--- src/rtl/tdm_bpm_pkg.sv ---
package tdm_bpm_pkg;
  // four fast cycles per basic period: two cells of two halves each
  localparam int unsigned PH_W = 2;
  localparam int unsigned N_CH = 2;
  typedef logic [PH_W-1:0] phase_t;
  typedef logic [N_CH-1:0] chan_vec_t;
  // channel index: 0 = A (first cell), 1 = B (second cell)
  localparam phase_t PH_FIRST  = phase_t'(0);
  localparam phase_t PH_SAMPLE = phase_t'((1 << PH_W) - 1);
endpackage

--- src/rtl/tdm_rst_sync.sv ---
module tdm_rst_sync #(
  parameter int unsigned STAGES = 2
) (
  input  logic clk,
  input  logic rst_n,
  output logic rst_sync_n
);
  logic [STAGES-1:0] sh_q;
  logic [STAGES-1:0] sh_d;

  always_comb begin
    sh_d = (sh_q << 1) | STAGES'(1);
  end

  always_ff @(posedge clk or negedge rst_n) begin
    if (!rst_n) sh_q <= '0;
    else        sh_q <= sh_d;
  end

  assign rst_sync_n = sh_q[STAGES-1];
endmodule

--- src/rtl/tdm_phase_gen.sv ---
module tdm_phase_gen
  import tdm_bpm_pkg::*;
(
  input  logic   clk,
  input  logic   rst_n,
  output phase_t ph,
  output logic   sample_en,
  output logic   bc_stb
);
  phase_t ph_q, ph_d;
  logic   stb_q, stb_d;

  always_comb begin
    ph_d  = ph_q + 1'b1;
    stb_d = (ph_q == PH_FIRST);
  end

  always_ff @(posedge clk or negedge rst_n) begin
    if (!rst_n) begin
      ph_q  <= PH_FIRST;
      stb_q <= 1'b0;
    end else begin
      ph_q  <= ph_d;
      stb_q <= stb_d;
    end
  end

  assign ph        = ph_q;
  assign sample_en = (ph_q == PH_SAMPLE);
  assign bc_stb    = stb_q;

  // the strobe never lasts two cycles
  p_stb_single_r2: assert property (@(posedge clk) disable iff (!rst_n)
    stb_q |=> !stb_q);
  // the strobe coincides with the line showing the A first half
  p_stb_phase_r2: assert property (@(posedge clk) disable iff (!rst_n)
    stb_q |-> ph_q == phase_t'(PH_FIRST + 1'b1));
endmodule

--- src/rtl/tdm_chan_sampler.sv ---
module tdm_chan_sampler
  import tdm_bpm_pkg::*;
(
  input  logic      clk,
  input  logic      rst_n,
  input  logic      sample_en,
  input  chan_vec_t ch_in,
  output chan_vec_t ch_hold
);
  for (genvar g = 0; g < N_CH; g++) begin : g_ch
    logic q, d;
    always_comb begin
      d = sample_en ? ch_in[g] : q;
    end
    always_ff @(posedge clk or negedge rst_n) begin
      if (!rst_n) q <= 1'b0;
      else        q <= d;
    end
    assign ch_hold[g] = q;
  end

  // held bits change only across the capture edge
  p_hold_quiet_r6: assert property (@(posedge clk) disable iff (!rst_n)
    !sample_en |=> $stable(ch_hold));
endmodule

--- src/rtl/bpm_line_coder.sv ---
module bpm_line_coder
  import tdm_bpm_pkg::*;
(
  input  logic      clk,
  input  logic      rst_n,
  input  phase_t    ph,
  input  chan_vec_t bits,
  output logic      line
);
  logic line_q, line_d, cur_bit, flip;

  always_comb begin
    cur_bit = bits[ph[PH_W-1]];
    flip    = ~ph[0] | cur_bit;
    line_d  = line_q ^ flip;
  end

  always_ff @(posedge clk or negedge rst_n) begin
    if (!rst_n) line_q <= 1'b0;
    else        line_q <= line_d;
  end

  assign line = line_q;

  // every cell begins with a level change
  p_cell_edge_r3: assert property (@(posedge clk) disable iff (!rst_n)
    (ph == phase_t'(0) || ph == phase_t'(2)) |=> line_q != $past(line_q));
  // A cell midpoint follows the A bit
  p_mid_a_r4: assert property (@(posedge clk) disable iff (!rst_n)
    (ph == phase_t'(1)) |=> (line_q != $past(line_q)) == $past(bits[0]));
  // B cell midpoint follows the B bit
  p_mid_b_r5: assert property (@(posedge clk) disable iff (!rst_n)
    (ph == phase_t'(3)) |=> (line_q != $past(line_q)) == $past(bits[1]));
endmodule

--- src/rtl/tdm_bpm_encoder.sv ---
module tdm_bpm_encoder
  import tdm_bpm_pkg::*;
#(
  parameter int unsigned RST_SYNC_STAGES = 2
) (
  input  logic clk,
  input  logic rst_n,
  input  logic chan_a,
  input  logic chan_b,
  output logic line_o,
  output logic bc_stb_o
);
  logic      rst_sync_n;
  phase_t    ph;
  logic      sample_en;
  chan_vec_t held;

  tdm_rst_sync #(.STAGES(RST_SYNC_STAGES)) u_rst_sync (
    .clk        (clk),
    .rst_n      (rst_n),
    .rst_sync_n (rst_sync_n)
  );

  tdm_phase_gen u_phase_gen (
    .clk       (clk),
    .rst_n     (rst_sync_n),
    .ph        (ph),
    .sample_en (sample_en),
    .bc_stb    (bc_stb_o)
  );

  tdm_chan_sampler u_sampler (
    .clk       (clk),
    .rst_n     (rst_sync_n),
    .sample_en (sample_en),
    .ch_in     ({chan_b, chan_a}),
    .ch_hold   (held)
  );

  bpm_line_coder u_coder (
    .clk   (clk),
    .rst_n (rst_sync_n),
    .ph    (ph),
    .bits  (held),
    .line  (line_o)
  );
endmodule

--- config.mk ---
export PLATFORM = sky130hd
export DESIGN_NAME = tdm_bpm_encoder
export DESIGN_NICKNAME = d
export VERILOG_FILES = /design/src/rtl/tdm_bpm_pkg.sv /design/src/rtl/tdm_rst_sync.sv /design/src/rtl/tdm_phase_gen.sv /design/src/rtl/tdm_chan_sampler.sv /design/src/rtl/bpm_line_coder.sv /design/src/rtl/tdm_bpm_encoder.sv
export SDC_FILE = /design/constraint.sdc
export NUM_CORES = 1
export LEC_CHECK = 0
export ABC_AREA = 0
export CORE_AREA = 4 4 41 43
export DETAILED_ROUTE_END_ITERATION = 10
export DIE_AREA = 0 0 45 47
export GPL_ROUTABILITY_DRIVEN = 0
export GPL_TIMING_DRIVEN = 0
export HOLD_SLACK_MARGIN = 0.05
export SYNTH_ARGS = -nofsm -noshare
export SYNTH_HDL_FRONTEND = slang
export SYNTH_SLANG_ARGS = --single-unit
--- constraint.sdc ---
create_clock -name clk -period 0.8 [get_ports clk]
set_input_delay 0.24 -clock clk [delete_from_list [all_inputs] [get_ports clk]]
set_output_delay 0.24 -clock clk [all_outputs]
set_load 0.01 [all_outputs]
==> results of run 1 <==
==> sequential cells by signal, indices dropped and copies added, names as in the netlist <==
name,flops
u_coder.line,1
u_rst_sync.sh_q,2
u_phase_gen.bc_stb,1
u_sampler.g_ch.q,2
u_phase_gen.ph,2
==> report_power, final <==
| group | switching [mW] | total, mW | internal (mW) |
|---|---|---|---|
| clock | 0.125 | 0.296 | 0.171 |
| sequential | 0.0185 | 0.460 | 0.441 |
| combinational | 0.0458 | 0.121 | 0.0751 |
| total | 0.189 | 0.876 | 0.687 |
==> per-layer routing <==
layer,track usage,up-vias,wire (um)
met5,0,-,0
met4,0.0702,0,0
met3,0.0268,0,55
met2,0.0706,6,242
met1,0.0540,81,158
li1,-,79,-
==> stage by stage <==
step / cells / hold WS [ns] / utilization
2_1_floorplan: 18 / -0.0556 / -
6_report: 45 / 0.0893 / 0.318
3_5_place_dp: 38 / 0.100 / 0.269
5_1_grt: 45 / 0.115 / 0.318
4_1_cts: 43 / 0.102 / 0.292
3_3_place_gp: 38 / 0.0858 / 0.269
==> timing repair <==
action                     4_1_cts  5_1_grt
setup endpoints to repair        6        6
buffers inserted                 2        2
resized for setup                9        4
pin swaps                        1        2
==> layout by cell type, fill, tap and decap left out <==
cell type        netlist  layout
clkbuf_4               0       3
ha_2                   0       1
ha_4                   0       1
buf_6                  0       1
buf_2                  0       2
dfrtp_1                8       8
mux2i_1                1       1
xor2_1                 1       1
conb_1                 1       1
inv_4                  0       1
clkdlybuf4s50_1        0       3
nand2_1                1       1
buf_4                  0       3
inv_1                  2       1
mux2_2                 2       2
==> critical path: cells and delay by family, from the launching register on <==
kind | cells | cell delay, ns
adder cells (fa/ha/maj) | 1 | 0.20
flip-flops | 1 | 0.38
multiplexers | 1 | 0.33
==> area by class of cell <==
| type | instances | share of cell area |
|---|---|---|
| clock buffer | 3 | 0.0544 |
| inverter | 2 | 0.0242 |
| multi-input combinational | 8 | 0.215 |
| sequential | 8 | 0.483 |
| tap | 15 | 0.0453 |
| timing repair buffer | 9 | 0.178 |
==> kinds of logic after synthesis <==
| family | count (synthesis) | synth area share |
|---|---|---|
| multiplexers | 3 | 0.116 |
| flip-flops | 8 | 0.711 |
| AND/OR/NAND/NOR | 1 | 0.0133 |
| other | 1 | 0.0133 |
| XOR/XNOR | 1 | 0.0311 |
| adder cells (fa/ha/maj) | 2 | 0.0889 |
| buffers and inverters | 2 | 0.0267 |
==> worst paths after layout <==
path / from / endpoint / cells after the start
max: u_phase_gen.ph[1]$_DFF_PN0_ / u_sampler.g_ch[0].q$_DFFE_PN0N_ / 2
min: u_rst_sync.sh_q[1]$_DFF_PN0_ / u_coder.line$_DFF_PN0_ / 0
max reg2reg: u_phase_gen.ph[1]$_DFF_PN0_ / u_sampler.g_ch[0].q$_DFFE_PN0N_ / 2
min reg2reg: u_rst_sync.sh_q[1]$_DFF_PN0_ / u_coder.line$_DFF_PN0_ / 0
max in group asynchronous: u_rst_sync.sh_q[1]$_DFF_PN0_ / u_sampler.g_ch[0].q$_DFFE_PN0N_ / 0
min in group clk: u_rst_sync.sh_q[0]$_DFF_PN0_ / u_rst_sync.sh_q[1]$_DFF_PN0_ / 0
==> flow_summary.ini, run 1 <==
[yosys]
yosysSeqAreaShare = 0.711
ys_top_cells_by_area = dfrtp_1, ha_1, mux2_2, mux2i_1, xor2_1
synth_area_per_cell_um2 = 15.6
syn_inst = 18
yosys-top-cells-count = dfrtp_1, ha_1, inv_1, mux2_2
yosys.area.top_type = dfrtp_1
yosysMostFrequentCell = dfrtp_1
synth_edf_count = 0
yosys_register_bits = 8
syn_nets = 24
ys_types = 8
synth_top_area_frac = 0.711
yosys_warnings = 0
async_flop_share = 1.00
synth_ff_type = dfrtp_1
synthesis.area_um2 = 282

[routing]
drt_iter0_drc = 0
ant_nets = 0
vias_per_cell = 3.69
num_vias = 166
wl_per_cell_um = 10.1
wirelength_um = 456
drc_errors = 0
drtPass1Iterations = 1

[pwr]
p_leak_nw = 0.190
p_per_area_nw_per_um2 = 2120
ir_drop_uv = 835
total_power_mw = 0.876

[sta]
setup_violations = 6
fin_crit_sh = 1.28
fin_ws_ns = -0.228
timing.final.crit_period_ns = 1.03
fin_skew_ns = 0.00383
rsz0062_at_grt = yes
fmax_ghz = 0.973
final_max_slew_viol_count = 0
finalHoldViolCount = 0
finalSetupTns_ns = -1.08

[place]
pre_cts_ws_ns = -0.321
portBuffers = 5
place_area_um2 = 350

[clock_network]
cts_tree = yes
cts-root-buf = clkbuf_4
cts.sinks = 8
clk_pin_slew_ns = 0.05
clk_latency_ns = 0.25
ctsHoldBuffers = 0
cts_buffer_depth = 2
cts_made_buffers = 3
htreeDepth = 1

[run_status]
violations = setup timing
status = complete, but fails checks

[global_route]
grt_first_pass_wirelength_um = 731
grt.total_usage = 0.0535
grt_pass1_vias = 176
grt-ovfl-total = 0
grt_max_degree = 7
antenna_found_initial = 0

[worst_setup_path]
crit_chain = ha_2 > mux2_2
cp.required_ns = 0.93
critPathArrivalTime_ns = 1.15
crit_type = flip-flop to flip-flop
r2r_slack_ns = -0.23
cp_slowest_stage_delay_ns = 0.38
slowest_stage = dfrtp_1
cp-start-kind = flip-flop
crit_path_end_kind = flip-flop
cp_max_fo = 3

[floorplanning]
dieArea_um2 = 2120
die_h_um = 47
core_area_um2 = 1300
ios = 6
initial_core_util = 0.216
die_w_um = 45
row_count = 13

[min_path]
hold_path_class = flip-flop to asynchronous set/reset pin

[flow_run]
drv_cap = 0

[layout]
drive_gt1_frac = 0.467
final_area_um2 = 414
antenna_cells_inserted = 0
fin_nets = 38
register_area_um2 = 200
multiInputGateArea_um2 = 88.8
syn2layout_area_growth_pct = 47.1
n_fill_cell = 140
Power figures use the tool's default switching activity.
==> run 2: changes to the inputs <==
==> constraint.sdc (replaced) <==
create_clock -name clk -period 0.86 [get_ports clk]
set_input_delay 0.258 -clock clk [delete_from_list [all_inputs] [get_ports clk]]
set_output_delay 0.258 -clock clk [all_outputs]
set_load 0.01 [all_outputs]
==> flow_summary.ini, run 2 (same netlist as run 1, synthesis figures left out) <==
[routing]
met3_length_um = 43
drt_iter0_drc = 0
ant_nets = 0
vias_per_cell = 3.78
routed-wl-met2_um = 291
wirelength_um = 535
drtPass1Iterations = 1
wl_per_cell_um = 11.6
highest_layer = met3
num_vias = 174
wl_met1_um = 200
drc_errors = 0

[sta]
setup_violations = 7
fin_crit_sh = 1.19
rsz0062_at_grt = yes
final_max_slew_viol_count = 0
fin_skew_ns = 0.000257
fmax_ghz = 0.977
fin_ws_ns = -0.163
timing.final.crit_period_ns = 1.02
finalHoldViolCount = 0
whs_ns = 0.0957

[global_route]
grt_pass1_vias = 184
antenna_found_initial = 0
grt-ovfl-total = 0
grt_first_pass_wirelength_um = 724
grt.total_usage = 0.0511
grt_max_degree = 7

[worst_setup_path]
critPathArrivalTime_ns = 1.15
r2r_slack_ns = -0.16
path_delay_family = flip-flops
crit_path_end_kind = flip-flop
cp-start-kind = flip-flop
cp_slowest_stage_delay_ns = 0.39
reg2reg_from = u_phase_gen.ph[1]$_DFF_PN0_
crit_chain = ha_2 > mux2_4
crit_type = flip-flop to flip-flop
crit_cells = 2
r2r_cells = 2
cp_max_fo = 2
r2r_end = u_sampler.g_ch[0].q$_DFFE_PN0N_
cp.required_ns = 0.99
slowest_stage = dfrtp_1
cp_num_buf_inv = 0

[clock_network]
cts_buffer_depth = 2
cts.sinks = 8
clk_pin_slew_ns = 0.05
ctsHoldBuffers = 0
cts_tree = yes
cts-root-buf = clkbuf_4
clk_latency_ns = 0.24
cts_made_buffers = 3
htreeDepth = 1

[layout]
fin_nets = 39
layout_common_cells = dfrtp_1, clkbuf_4, clkdlybuf4s50_1, buf_6, buf_4
final_area_um2 = 442
drive_gt1_frac = 0.516
register_area_um2 = 200
multiInputGateArea_um2 = 96.3
final_common_cell = dfrtp_1
instances_no_fill = 46
n_fill_cell = 135
antenna_cells_inserted = 0
syn2layout_area_growth_pct = 56.9
final_util = 0.339

[floorplanning]
die_h_um = 47
core_area_um2 = 1300
dieArea_um2 = 2120
initial_core_util = 0.216
row_count = 13
die_w_um = 45
ios = 6

[pwr]
p_leak_nw = 0.206
total_power_mw = 0.846
p_per_area_nw_per_um2 = 1920
ir_drop_uv = 619

[run_status]
status = complete, but fails checks
violations = setup timing

[place]
place_inst = 38
portBuffers = 5
hpwl_um = 319
place_area_um2 = 350

[flow_run]
drv_cap = 0

[min_path]
hold_path_class = flip-flop to asynchronous set/reset pin
-- run 2: metrics by stage --
step | setup TNS (ns) | setup WS [ns]
finish | -0.892 | -0.163
global route | -1.10 | -0.187
CTS | -0.741 | -0.158
detailed placement | -0.937 | -0.283
global placement | -0.889 | -0.280
floorplan | -0.233 | -0.116
-- run 2: cell type report --
| type | instances | area share |
|---|---|---|
| Clock buffer | 3 | 0.0510 |
| Tap cell | 15 | 0.0425 |
| Inverter | 2 | 0.0283 |
| Timing Repair Buffer | 10 | 0.207 |
| Sequential cell | 8 | 0.453 |
| Multi-Input combinational cell | 8 | 0.218 |
-- run 2: worst max path at each step --
stage	startpoint	to	slack [ns]
floorplan	u_phase_gen.ph[1]$_DFF_PN0_	u_sampler.g_ch[0].q$_DFFE_PN0N_	-0.12
global placement	u_coder.line$_DFF_PN0_	line_o	-0.28
detailed placement	u_coder.line$_DFF_PN0_	line_o	-0.28
CTS	u_coder.line$_DFF_PN0_	line_o	-0.16
global route	u_phase_gen.ph[1]$_DFF_PN0_	u_coder.line$_DFF_PN0_	-0.19
finish	u_phase_gen.ph[1]$_DFF_PN0_	u_sampler.g_ch[0].q$_DFFE_PN0N_	-0.16
-- run 2: routing by layer --
metal	up-vias	GRT usage
met5	-	0
met3	0	0.0268
li1	81	-
met4	0	0.0351
met1	87	0.0539
met2	6	0.0791
-- run 2: repair_timing --
action / CTS / global route
pin swaps: 1 / 3
gates resized for setup: 12 / 8
buffers inserted: 3 / 3
setup endpoints to repair: 5 / 6
-- run 2: power breakdown --
part	switching, mW	total (mW)	internal, mW	leakage, nW
logic	0.0429	0.142	0.0992	0.0910
clock network	0.110	0.268	0.159	0.0138
registers	0.0248	0.436	0.411	0.101
total	0.178	0.846	0.669	0.206
